[config.mk]
export PLATFORM = sky130hd
export DESIGN_NAME = reexec_ctrl
export DESIGN_NICKNAME = d
export VERILOG_FILES = /design/src/rtl/reexec_pkg.sv /design/src/rtl/reexec_err_latch.sv /design/src/rtl/reexec_tally.sv /design/src/rtl/reexec_pc.sv /design/src/rtl/reexec_ctrl.sv
export SDC_FILE = /design/constraint.sdc
export NUM_CORES = 1
export LEC_CHECK = 0
export CAP_MARGIN = 20
export CORE_ASPECT_RATIO = 0.8
export CORE_UTILIZATION = 53
export CTS_CLUSTER_SIZE = 12
export DETAILED_ROUTE_END_ITERATION = 7
export GPL_TIMING_DRIVEN = 0
export PLACE_DENSITY_LB_ADDON = 0.2
export SLEW_MARGIN = 30
export SYNTH_ARGS = -nofsm -noshare
export SYNTH_HDL_FRONTEND = slang
export SYNTH_HIERARCHICAL = 1
export SYNTH_SLANG_ARGS = --single-unit
export TNS_END_PERCENT = 10
[constraint.sdc]
create_clock -name clk -period 3.6 [get_ports clk]
set_clock_uncertainty 0.1 [all_clocks]
set_input_delay 0.72 -clock clk [delete_from_list [all_inputs] [get_ports clk]]
set_output_delay 0.72 -clock clk [all_outputs]
set_load 0.02 [all_outputs]
[src/rtl/reexec_pkg.sv]
package reexec_pkg;
  typedef enum logic [1:0] {
    ST_FETCH  = 2'd0,
    ST_EXEC   = 2'd1,
    ST_WB     = 2'd2,
    ST_RECONF = 2'd3
  } seq_state_e;
endpackage

[src/rtl/reexec_err_latch.sv]
// Sticky error flag: set by a checker pulse, cleared when the fetch consumes it.
module reexec_err_latch (
  input  logic clk,
  input  logic rst,
  input  logic set_i,
  input  logic clr_i,
  output logic flag_o
);
  always_ff @(posedge clk) begin
    if (rst)        flag_o <= 1'b0;
    else if (set_i) flag_o <= 1'b1;
    else if (clr_i) flag_o <= 1'b0;
  end
endmodule

[src/rtl/reexec_tally.sv]
// Counts re-executions of the current instruction; reports when the budget is used up.
module reexec_tally #(
  parameter int MAX_RETRY = 1,
  parameter int CNT_W     = 1
) (
  input  logic             clk,
  input  logic             rst,
  input  logic             clr_i,
  input  logic             inc_i,
  output logic [CNT_W-1:0] cnt_o,
  output logic             spent_o
);
  assign spent_o = (cnt_o >= CNT_W'(MAX_RETRY));

  always_ff @(posedge clk) begin
    if (rst || clr_i)             cnt_o <= '0;
    else if (inc_i && !spent_o)   cnt_o <= cnt_o + 1'b1;
  end
endmodule

[src/rtl/reexec_pc.sv]
// Program counter with a single advance input; wraps naturally.
module reexec_pc #(
  parameter int PC_W = 16
) (
  input  logic            clk,
  input  logic            rst,
  input  logic            adv_i,
  output logic [PC_W-1:0] pc_o
);
  always_ff @(posedge clk) begin
    if (rst)        pc_o <= '0;
    else if (adv_i) pc_o <= pc_o + 1'b1;
  end
endmodule

[src/rtl/reexec_ctrl.sv]
module reexec_ctrl
  import reexec_pkg::*;
#(
  parameter int PC_W      = 16,
  parameter int MAX_RETRY = 1
) (
  input  logic            clk,
  input  logic            rst,
  input  logic            alu_err,
  input  logic            reconf_done,
  output logic [PC_W-1:0] pc,
  output logic            issue,
  output logic            reexec,
  output logic            reconf_req
);
  localparam int CNT_W = (MAX_RETRY < 1) ? 1 : $clog2(MAX_RETRY + 1);

  seq_state_e       state_q, state_d;
  logic             ran_q, ran_d;       // an instruction has been issued since reset
  logic             again_q, again_d;   // the pending issue repeats a failed one
  logic             err_flag, err_set, err_clr;
  logic             pc_adv;
  logic             tally_inc, tally_clr, tally_spent;
  logic [CNT_W-1:0] tally_cnt;

  // The ALU only produces checked results in the execute and writeback cycles.
  assign err_set = alu_err && (state_q == ST_EXEC || state_q == ST_WB);

  reexec_err_latch u_flag (
    .clk    (clk),
    .rst    (rst),
    .set_i  (err_set),
    .clr_i  (err_clr),
    .flag_o (err_flag)
  );

  reexec_tally #(
    .MAX_RETRY (MAX_RETRY),
    .CNT_W     (CNT_W)
  ) u_tally (
    .clk     (clk),
    .rst     (rst),
    .clr_i   (tally_clr),
    .inc_i   (tally_inc),
    .cnt_o   (tally_cnt),
    .spent_o (tally_spent)
  );

  reexec_pc #(
    .PC_W (PC_W)
  ) u_pc (
    .clk   (clk),
    .rst   (rst),
    .adv_i (pc_adv),
    .pc_o  (pc)
  );

  always_comb begin
    state_d   = state_q;
    ran_d     = ran_q;
    again_d   = again_q;
    err_clr   = 1'b0;
    pc_adv    = 1'b0;
    tally_inc = 1'b0;
    tally_clr = 1'b0;
    unique case (state_q)
      ST_FETCH: begin
        err_clr = 1'b1;
        ran_d   = 1'b1;
        if (err_flag) begin
          again_d = 1'b1;
          if (tally_spent) begin
            state_d = ST_RECONF;
          end else begin
            tally_inc = 1'b1;
            state_d   = ST_EXEC;
          end
        end else begin
          again_d   = 1'b0;
          pc_adv    = ran_q;
          tally_clr = 1'b1;
          state_d   = ST_EXEC;
        end
      end
      ST_EXEC: state_d = ST_WB;
      ST_WB:   state_d = ST_FETCH;
      ST_RECONF: begin
        if (reconf_done) begin
          tally_clr = 1'b1;
          again_d   = 1'b1;
          state_d   = ST_EXEC;
        end
      end
      default: state_d = ST_FETCH;
    endcase
  end

  always_ff @(posedge clk) begin
    if (rst) begin
      state_q <= ST_FETCH;
      ran_q   <= 1'b0;
      again_q <= 1'b0;
    end else begin
      state_q <= state_d;
      ran_q   <= ran_d;
      again_q <= again_d;
    end
  end

  assign issue      = (state_q == ST_EXEC);
  assign reexec     = issue && again_q;
  assign reconf_req = (state_q == ST_RECONF);

  logic unused_cnt;
  assign unused_cnt = ^tally_cnt;
endmodule

==> impl_metrics.env <==
export IMPL_outcome="completed"
export IMPL_seqCellArea_sq_um=440
export IMPL_syn_cell_area_sq_um=1100
export IMPL_ctsResizeCount=0
export IMPL_area_growth_pct=25.9
export IMPL_drv_cap=0
export IMPL_drc=0
export IMPL_max_slew_margin=0.648
export IMPL_multi_input_area_sq_um=619
export IMPL_min_path_type="reg -> reg"
export IMPL_antenna_found_initial=0
export IMPL_drtAntennaViolNets=0
export IMPL_end_kind="register"
export IMPL_drt_pass1_iterations=4
export IMPL_hold_viol=0
export IMPL_cts_made_buffers=3
export IMPL_dpl_hpwl_mm=1.71
export IMPL_start_util=0.573
export IMPL_layout_common_cells="dfxtp_1, clkdlybuf4s50_1, nor2_1"
export IMPL_cts_setup_buffers=0
export IMPL_ir_worst_vdd_uv=336
export IMPL_cts_sinks=22
export IMPL_worstPathMaxFanout=8
export IMPL_h_tree_depth=1
export IMPL_synthTopCellsByArea="dfxtp_1, nor2_1, ha_1"
export IMPL_netlist_instances=121
export IMPL_numPortBuffers=22
export IMPL_insertion_delay_ns=0.31
export IMPL_avgViaCountPerCell=5.42
export IMPL_die_area_sq_um=2270
export IMPL_worst_pin_slew_ns=0.526
export IMPL_synth_seq_cells=22
export IMPL_yosys_area_top_type="dfxtp_1"
export IMPL_die_w_um=53.0
export IMPL_vias=926
export IMPL_slowest_stage="nor2_1"
export IMPL_cp_arrival_ns=2.77
export IMPL_crit_chain="inv_1 -> ha_1 -> nand2b_1 -> nor2_1 -> nand4_4 -> nor4_4 -> or3b_1 -> a21oi_1"
export IMPL_grt_usage=0.234
export IMPL_routed_wl_mm=2.33
export IMPL_critPathRequiredTime_ns=3.75
export IMPL_power_leakage_nw=0.514
export IMPL_cts_clk_slew_worst_paths_ns=0.12
export IMPL_drt_iter0_drc=20
export IMPL_grt_pass1_wl_mm=3.83
export IMPL_synth_distinct_cells=38
export IMPL_yosysTopAreaCellShare=0.399
export IMPL_syn_avg_cell_area_sq_um=9.13
export IMPL_gr_total_overflow=0
export IMPL_place_gp_congestion=0.835
export IMPL_die_height_um=42.8
export IMPL_slew_viol_final=0
export IMPL_cts_root_buf="clkbuf_4"
export IMPL_synth_seq_area_share=0.399
export IMPL_startpoint_type="register"
export IMPL_synth_nets=130
export IMPL_synth_edf_count=0
export IMPL_wl_per_cell_um=13.6
export IMPL_grt_pass1_vias=868
export IMPL_finalWorstSetupSlack_ns=0.975
export IMPL_period_share=0.729
export IMPL_post_route_min_period_ns=2.63
export IMPL_drive_above_1_share=0.109
export IMPL_cp_top_family="simple AND/OR/NAND/NOR gates"
export IMPL_clockBufferDepth=2
export IMPL_holdBufCountCts=0
export IMPL_max_freq_ghz=0.381
export IMPL_n_fill_cell=168
export IMPL_io_pins=23
export IMPL_grt_max_degree=13
export IMPL_setup_violations=0
export IMPL_row_count=14
export IMPL_async_reset_ff_frac=0
export IMPL_antenna_cells=0
export IMPL_power_density_nw_per_um2=350
export IMPL_ys_flop_type="dfxtp_1"
export IMPL_path_buf_inv=1
export IMPL_place_ws_ns=1.02
export IMPL_ys_warnings_count=6
export IMPL_cts_tree="yes"
export IMPL_final_nets=157
export IMPL_rsz0062_at_grt="false"
export IMPL_critical_path_class="reg -> reg"
export IMPL_tns_ns=0
export IMPL_core_area_sq_um=1930
export IMPL_max_stage_delay_ns=0.43
==> power breakdown <==
part	internal (W)	switching, W	leakage (nW)
registers	0.000254	0.0000106	0.178
clock network	0.0000618	0.0000765	0.0210
logic	0.0000395	0.0000445	0.314
total	0.000356	0.000132	0.514
==> flip-flops by register name, indices dropped and copies added (netlist names) <==
| name | flops |
|---|---|
| again_q | 1 |
| u_tally/cnt_o | 1 |
| u_flag/flag_o | 1 |
| ran_q | 1 |
| u_pc/pc_o | 16 |
| state_q | 2 |
==> worst register-to-register path, stage by stage, from the launching register on <==
cell      delay (ns)
dfxtp_1         0.35
inv_1           0.11
ha_1            0.26
nand2b_1        0.15
nor2_1          0.44
nand4_4         0.28
nor4_4          0.35
or3b_1          0.38
a21oi_1         0.14
==> path summary, 6_finish.rpt <==
path / startpoint / endpoint / slack, ns / depth (start not counted)
worst min-delay path: ran_q / ran_q / 0.40 / 2
worst max-delay path: state_q[1] / u_pc/pc_o[13] / 0.97 / 8
worst max register to register: state_q[1] / u_pc/pc_o[13] / 0.97 / 8
worst min register to register: ran_q / ran_q / 0.40 / 2
==> cells in the mapped netlist, types with 2 or more instances <==
cell / count
dfxtp_1: 22
nor2_1: 20
inv_1: 7
nand2_1: 7
xnor2_1: 6
ha_1: 5
nand2b_1: 5
a21oi_1: 4
nand3_1: 4
xor2_1: 4
clkbuf_1: 3
nor3_1: 3
nor4_1: 3
and2_1: 2
mux2_2: 2
nor3b_1: 2
==> metrics by stage <==
step | total power (W) | hold slack (ns) | utilization | cells | area [sq um]
2_1_floorplan | 0.000324 | 0.340 | - | 121 | 1100
3_3_place_gp | 0.000351 | 0.358 | 0.703 | 167 | 1360
6_report | 0.000487 | 0.398 | 0.722 | 171 | 1390
4_1_cts | 0.000492 | 0.402 | 0.722 | 171 | 1390
3_5_place_dp | 0.000354 | 0.375 | 0.703 | 167 | 1360
5_1_grt | 0.000509 | 0.434 | 0.722 | 171 | 1390
==> cell families after synthesis <==
group | count (synthesis) | share of synthesized area
AOI/OAI and AO/OA | 11 | 0.0714
xor gates and xnor gates | 10 | 0.0793
adders and majority gates | 5 | 0.0566
buffers and inverters | 11 | 0.0408
DFF | 22 | 0.399
muxes | 4 | 0.0430
and+or+nand+nor | 58 | 0.310
==> layout make-up <==
type / instances / share of cell area
buffer: 4 / 0.0135
clock buffer: 4 / 0.0261
inverter: 7 / 0.0189
multi-input combinational: 88 / 0.445
sequential: 22 / 0.317
tap: 24 / 0.0216
timing repair buffer: 22 / 0.158
==> routing by layer <==
metal  track usage  up-vias  share of wire
met4        0.0316        0         0.0056
li1              -      465              -
met3        0.0753        2          0.041
met5             0        -              0
met1         0.302      438           0.48
met2         0.385       21           0.47
Power figures use the tool's default switching activity.
